`src/rtl/rtc_pkg.sv`:
```
package rtc_pkg;
    localparam int FIELDS    = 7;
    localparam int F_SEC     = 0;
    localparam int F_MIN     = 1;
    localparam int F_HOUR    = 2;
    localparam int F_DOW     = 3;
    localparam int F_DATE    = 4;
    localparam int F_MON     = 5;
    localparam int F_YEAR    = 6;
    localparam int CTRL_ADDR = 7;
    localparam int IEN_LSB   = 4;

    // one byte per time field, field index equals its register address
    typedef logic [FIELDS-1:0][7:0] rtc_time_t;

    localparam rtc_time_t TIME_RESET = {8'h00, 8'h01, 8'h01, 8'h00, 8'h00, 8'h00, 8'h00};

    function automatic logic [7:0] bcd_inc(input logic [7:0] v);
        if (v[3:0] >= 4'd9) return {v[7:4] + 4'd1, 4'd0};
        return {v[7:4], v[3:0] + 4'd1};
    endfunction

    function automatic logic [7:0] bcd_to_bin(input logic [7:0] v);
        return 8'(v[7:4]) * 8'd10 + 8'(v[3:0]);
    endfunction

    // last valid date (BCD) of a month
    function automatic logic [7:0] month_last(input logic [7:0] mon, input logic [7:0] year);
        logic [7:0] yb;
        yb = bcd_to_bin(year);
        case (mon)
            8'h02:                      return (yb[1:0] == 2'b00) ? 8'h29 : 8'h28;
            8'h04, 8'h06, 8'h09, 8'h11: return 8'h30;
            default:                    return 8'h31;
        endcase
    endfunction
endpackage

```
`src/rtl/rtc_calendar_next.sv`:
```
module rtc_calendar_next
    import rtc_pkg::*;
(
    input  rtc_time_t cur,
    output rtc_time_t nxt
);
    logic c_min, c_hour, c_day, c_mon, c_year;

    always_comb begin
        nxt    = cur;
        c_min  = (cur[F_SEC] >= 8'h59);
        c_hour = c_min && (cur[F_MIN] >= 8'h59);
        c_day  = c_hour && (cur[F_HOUR] >= 8'h23);
        c_mon  = c_day && (cur[F_DATE] >= month_last(cur[F_MON], cur[F_YEAR]));
        c_year = c_mon && (cur[F_MON] >= 8'h12);

        nxt[F_SEC] = c_min ? 8'h00 : bcd_inc(cur[F_SEC]);
        if (c_min)  nxt[F_MIN]  = c_hour ? 8'h00 : bcd_inc(cur[F_MIN]);
        if (c_hour) nxt[F_HOUR] = c_day ? 8'h00 : bcd_inc(cur[F_HOUR]);
        if (c_day) begin
            nxt[F_DOW]  = (cur[F_DOW] >= 8'd6) ? 8'd0 : cur[F_DOW] + 8'd1;
            nxt[F_DATE] = c_mon ? 8'h01 : bcd_inc(cur[F_DATE]);
        end
        if (c_mon)  nxt[F_MON]  = c_year ? 8'h01 : bcd_inc(cur[F_MON]);
        if (c_year) nxt[F_YEAR] = (cur[F_YEAR] >= 8'h99) ? 8'h00 : bcd_inc(cur[F_YEAR]);
    end
endmodule

```
`src/rtl/rtc_alarm_match.sv`:
```
module rtc_alarm_match
    import rtc_pkg::*;
(
    input  rtc_time_t         when_t,
    input  rtc_time_t         target,
    input  logic [FIELDS-1:0] field_en,
    output logic              hit
);
    always_comb begin
        hit = |field_en;
        for (int k = 0; k < FIELDS; k++) begin
            if (field_en[k] && (when_t[k] != target[k])) hit = 1'b0;
        end
    end
endmodule

```
`src/rtl/bcd_rtc_core.sv`:
```
module bcd_rtc_core
    import rtc_pkg::*;
#(
    parameter  int TICKS_PER_SEC = 1,
    parameter  int NUM_ALARMS    = 2,   // 1..3
    localparam int ADDR_W        = $clog2(8 * (NUM_ALARMS + 1)),
    localparam int PRE_W         = (TICKS_PER_SEC > 1) ? $clog2(TICKS_PER_SEC) : 1
) (
    input  logic              clk,
    input  logic              rst_n,
    input  logic              tick,
    input  logic              capture,
    input  logic              wr_en,
    input  logic [ADDR_W-1:0] wr_addr,
    input  logic [7:0]        wr_data,
    input  logic [ADDR_W-1:0] rd_addr,
    output logic [7:0]        rd_data,
    output logic              irq_n
);
    localparam int BLK_W = ADDR_W - 3;

    typedef struct packed {
        rtc_time_t                             live;
        rtc_time_t                             snap;
        logic [PRE_W-1:0]                      pre;
        logic [NUM_ALARMS-1:0]                 flag;
        logic [NUM_ALARMS-1:0]                 ien;
        rtc_time_t [NUM_ALARMS-1:0]            al_val;
        logic [NUM_ALARMS-1:0][FIELDS-1:0]     al_msk;
    } state_t;

    state_t                st_d, st_q;
    rtc_time_t             live_next;
    logic [NUM_ALARMS-1:0] hit;
    logic                  sec_adv;
    logic                  time_wr;

    rtc_calendar_next u_next (
        .cur (st_q.live),
        .nxt (live_next)
    );

    generate
        for (genvar i = 0; i < NUM_ALARMS; i++) begin : g_alarm
            rtc_alarm_match u_match (
                .when_t   (live_next),
                .target   (st_q.al_val[i]),
                .field_en (st_q.al_msk[i]),
                .hit      (hit[i])
            );
        end
    endgenerate

    always_comb begin
        st_d    = st_q;
        sec_adv = 1'b0;
        time_wr = wr_en && (wr_addr < ADDR_W'(FIELDS));

        if (capture) st_d.snap = st_q.live;

        if (time_wr) begin
            if (wr_addr == ADDR_W'(F_DOW)) st_d.live[wr_addr[2:0]] = {5'd0, wr_data[2:0]};
            else                           st_d.live[wr_addr[2:0]] = wr_data;
            st_d.pre = '0;
        end else if (tick) begin
            if (st_q.pre == PRE_W'(TICKS_PER_SEC - 1)) begin
                sec_adv   = 1'b1;
                st_d.pre  = '0;
                st_d.live = live_next;
            end else begin
                st_d.pre = st_q.pre + PRE_W'(1);
            end
        end

        if (wr_en && (wr_addr == ADDR_W'(CTRL_ADDR))) begin
            st_d.flag = st_q.flag & wr_data[NUM_ALARMS-1:0];
            st_d.ien  = wr_data[IEN_LSB +: NUM_ALARMS];
        end

        for (int i = 0; i < NUM_ALARMS; i++) begin
            if (wr_en && (wr_addr[ADDR_W-1:3] == BLK_W'(i + 1))) begin
                if (wr_addr[2:0] == 3'd7) st_d.al_msk[i] = wr_data[FIELDS-1:0];
                else                      st_d.al_val[i][wr_addr[2:0]] = wr_data;
            end
            // a match outranks a same-cycle clear
            if (sec_adv && hit[i]) st_d.flag[i] = 1'b1;
        end
    end

    always_ff @(posedge clk or negedge rst_n) begin
        if (!rst_n) begin
            st_q      <= '0;
            st_q.live <= TIME_RESET;
            st_q.snap <= TIME_RESET;
        end else begin
            st_q <= st_d;
        end
    end

    always_comb begin
        rd_data = '0;
        if (rd_addr < ADDR_W'(FIELDS)) begin
            rd_data = st_q.snap[rd_addr[2:0]];
        end else if (rd_addr == ADDR_W'(CTRL_ADDR)) begin
            rd_data[NUM_ALARMS-1:0]          = st_q.flag;
            rd_data[IEN_LSB +: NUM_ALARMS]   = st_q.ien;
        end
        for (int i = 0; i < NUM_ALARMS; i++) begin
            if (rd_addr[ADDR_W-1:3] == BLK_W'(i + 1)) begin
                if (rd_addr[2:0] == 3'd7) rd_data = {1'b0, st_q.al_msk[i]};
                else                      rd_data = st_q.al_val[i][rd_addr[2:0]];
            end
        end
    end

    assign irq_n = ~|(st_q.flag & st_q.ien);
endmodule

```
`config.mk`:
```
export PLATFORM = sky130hd
export DESIGN_NAME = bcd_rtc_core
export DESIGN_NICKNAME = d
export VERILOG_FILES = /design/src/rtl/rtc_pkg.sv /design/src/rtl/rtc_calendar_next.sv /design/src/rtl/rtc_alarm_match.sv /design/src/rtl/bcd_rtc_core.sv
export SDC_FILE = /design/constraint.sdc
export NUM_CORES = 1
export LEC_CHECK = 0
export BUFFER_PORTS_ARGS = -buffer_cell sky130_fd_sc_hd__buf_2
export CORE_ASPECT_RATIO = 0.9
export CORE_MARGIN = 3
export CORE_UTILIZATION = 60
export DETAILED_ROUTE_END_ITERATION = 16
export GPL_ROUTABILITY_DRIVEN = 1
export HOLD_SLACK_MARGIN = 0.15
export PLACE_DENSITY = 0.81
export SYNTH_ARGS = -nofsm -noshare
export SYNTH_HDL_FRONTEND = slang
export SYNTH_SLANG_ARGS = --single-unit
```
`constraint.sdc`:
```
create_clock -name clk -period 6 [get_ports clk]
set_input_delay 0 -clock clk [delete_from_list [all_inputs] [get_ports clk]]
set_output_delay 0 -clock clk [all_outputs]
set_load 0.05 [all_outputs]
```
==> out/metrics.yaml <==
grt_pass1_wl_um: 76600
crit_chain: "inv_1 -> ha_1 -> o211ai_1 -> a21oi_1 -> a31oi_1 -> nor3_1 -> a21oi_1 -> ha_1 -> or4b_2 -> nand4_1 -> and2_1 -> buf_4 -> nor4_1 -> a21oi_1 -> o2111ai_1 -> o41ai_1 -> nand4_1 -> o41ai_2"
die-area_um2: 27300
hold_path.class: "primary input to async pin"
ys.flop_type: "dfrtp_1"
finalMaxSlewViolations: 0
finalClockSkew_ns: 0.0255
routabilityCongestion: 1.06
wl_per_cell_um: 28.3
drc: 0
crit_required_ns: 6.44
ir_drop_mv: 0.406
mostFrequentLayoutCells: "238 x dfrtp_1, 181 x mux2_2, 105 x nand2_1"
async_flop_share: 1.00
yosysWarnings: 0
drt_pass1_iterations: 6
r2r_start: "st_q[227]$_DFFE_PN1P_"
die_w_um: 174
top_usage_layer: "met1"
area_growth_pct: 9.34
via_per_inst: 7.18
setup_viol: 0
port_buffers: 31
use_met3: 0.132
hold_viol: 0
clockBufferDepth: 3
critical_path.max_fanout: 12
ys_types: 87
htree_levels: 1
first_iter_violations: 1928
grtUsageTotal: 0.372
relSlewSlack: 0.188
finalCriticalPeriod_ns: 5.24
rsz0062_at_grt: "false"
critPathMaxStageDelay_ns: 0.67
wl_um: 50900
grt_max_degree: 134
worstSetupPathType: "flop to flop"
crit_path_end_kind: "flop"
clkTransAtPathRegs_ns: 0.07
tightest_slew_ns: 1.21
final_core_util: 0.675
cts_tree: "yes"
synth_nets: 1498
antenna_found_initial: 0
reg2reg_depth: 18
syn_area_um2: 15200
max_freq_mhz: 191
cp_data_arrival_time_ns: 5.68
crit_path_top_delay_cell: "dfstp_2"
use_met1: 0.541
synth_edf_count: 0
grt.met2_usage: 0.517
drive_gt1_frac: 0.231
cts_root_buffer: "clkbuf_16"
die_h_um: 157
maxCapViolCount: 0
reg2reg_to: "st_q[128]$_DFFE_PN0P_"
synth_seq_area_share: 0.399
vias: 12900
cts_post_setup_buffers_inserted: 0
largest_reg_flops: 242
n_antenna_cell: 0
cts.sinks: 242
syn_inst: 1438
regMostFlops: "st_q"
final_nets: 1501
cts_made_buffers: 27
clk_latency_ns: 0.56
drtAntennaViolNets: 0
r2r_slack_ns: 0.76
rows: 54
first_global_vias: 12300
largestRegisters: "st_q (242)"
synth-seq-cells: 242
tns_ns: 0
placed_cells: 1732
syn_area_per_cell_um2: 10.6
io_pins: 32
cpMostUsedCell: "a21oi_1"
layout_commonest_cell: "dfrtp_1"
cellPowerDensity_nw_per_um2: 352
gr-total-overflow: 0
status: "finished clean"
cts_resized: 0
fin_crit_sh: 0.873
finalNonFillerCells: 1798
hpwl_um: 36700
core_area_um2: 24600
start_util: 0.617
p_leak_nw: 7.17
startpoint_type: "flop"
metal layers:
layer	part of all wire	routed length, um
met1	0.41	20900
met2	0.40	20500
met3	0.15	7420
met4	0.041	2080
met5	0	0
worst max-delay path by stage:
| stage | startpoint | endpoint | slack (ns) | cells past startpoint |
|---|---|---|---|---|
| floorplan | st_q[227]$_DFFE_PN1P_ | st_q[128]$_DFFE_PN0P_ | 1.59 | 20 |
| global placement | st_q[227]$_DFFE_PN1P_ | st_q[128]$_DFFE_PN0P_ | 1.06 | 18 |
| detailed placement | st_q[227]$_DFFE_PN1P_ | st_q[128]$_DFFE_PN0P_ | 0.96 | 18 |
| CTS | st_q[227]$_DFFE_PN1P_ | st_q[128]$_DFFE_PN0P_ | 0.90 | 18 |
| global route | st_q[227]$_DFFE_PN1P_ | st_q[128]$_DFFE_PN0P_ | 0.54 | 18 |
| finish | st_q[227]$_DFFE_PN1P_ | st_q[128]$_DFFE_PN0P_ | 0.76 | 18 |
critical path: cells and delay by family, from the launching register on:
kind	cells	cell delay [ns]
compound gates	8	1.85
simple gates	6	1.65
flops	1	0.67
fa+ha+maj	2	0.53
buf+inv	2	0.42
per-stage QoR:
stage | setup slack, ns | power [mW] | cell area (um^2) | hold WS [ns]
2_1_floorplan | 1.59 | 3.45 | 15200 | -0.296
3_3_place_gp | 1.06 | 3.99 | 15500 | 0.159
3_5_place_dp | 0.964 | 4.04 | 15500 | 0.167
5_1_grt | 0.544 | 6.07 | 16600 | 0.205
6_report | 0.762 | 5.84 | 16600 | 0.120
4_1_cts | 0.896 | 5.77 | 16600 | 0.170
cell type report:
class | instances | area, um^2
multi-input cells | 1073 | 8640
well taps | 336 | 420
clock inverters | 15 | 179
flip-flops and latches | 242 | 6060
fillers | 1897 | 7990
clock buffers | 35 | 746
repair buffers | 59 | 415
inverters | 38 | 143
kinds of logic (layout without fill, tap and decap cells):
kind of cell | count (synthesis) | after routing | share of synthesized area
AND/OR/NAND/NOR | 386 | 386 | 0.130
buffers and inverters | 123 | 147 | 0.0320
flip-flops | 242 | 242 | 0.399
multiplexers | 251 | 251 | 0.212
XOR/XNOR | 83 | 83 | 0.0479
adder cells (fa/ha/maj) | 37 | 37 | 0.0305
AO/OA/AOI/OAI | 316 | 316 | 0.149
report_power, final:
group / switching, mW / internal [mW] / leakage (nW)
registers: 0.519 / 1.94 / 3.13
clock network: 0.704 / 1.01 / 0.459
logic: 0.914 / 0.744 / 3.58
total: 2.14 / 3.70 / 7.17
synthesized netlist by cell type, types with 15 or more instances:
| cell | number | area share |
|---|---|---|
| xor2_1 | 39 | 0.022 |
| mux2_2 | 181 | 0.13 |
| o221ai_1 | 15 | 0.0087 |
| ha_1 | 37 | 0.030 |
| mux4_2 | 38 | 0.056 |
| nor3_1 | 45 | 0.015 |
| o22ai_1 | 16 | 0.0066 |
| xnor2_1 | 44 | 0.025 |
| o21ai_0 | 56 | 0.018 |
| mux2i_1 | 32 | 0.021 |
| inv_1 | 38 | 0.0094 |
| nand2_1 | 105 | 0.026 |
| nor2_1 | 87 | 0.022 |
| dfrtp_1 | 238 | 0.39 |
| a21oi_1 | 49 | 0.016 |
| nand3_1 | 28 | 0.0092 |
| clkbuf_1 | 63 | 0.016 |
| a221o_1 | 18 | 0.012 |
| a31oi_1 | 15 | 0.0062 |
what timing repair did:
item,4_1_cts,5_1_grt
hold buffers,16,0
hold endpoints to repair,238,0
setup endpoints to repair,0,0
Note: power is estimated with default switching activity, not from simulation.
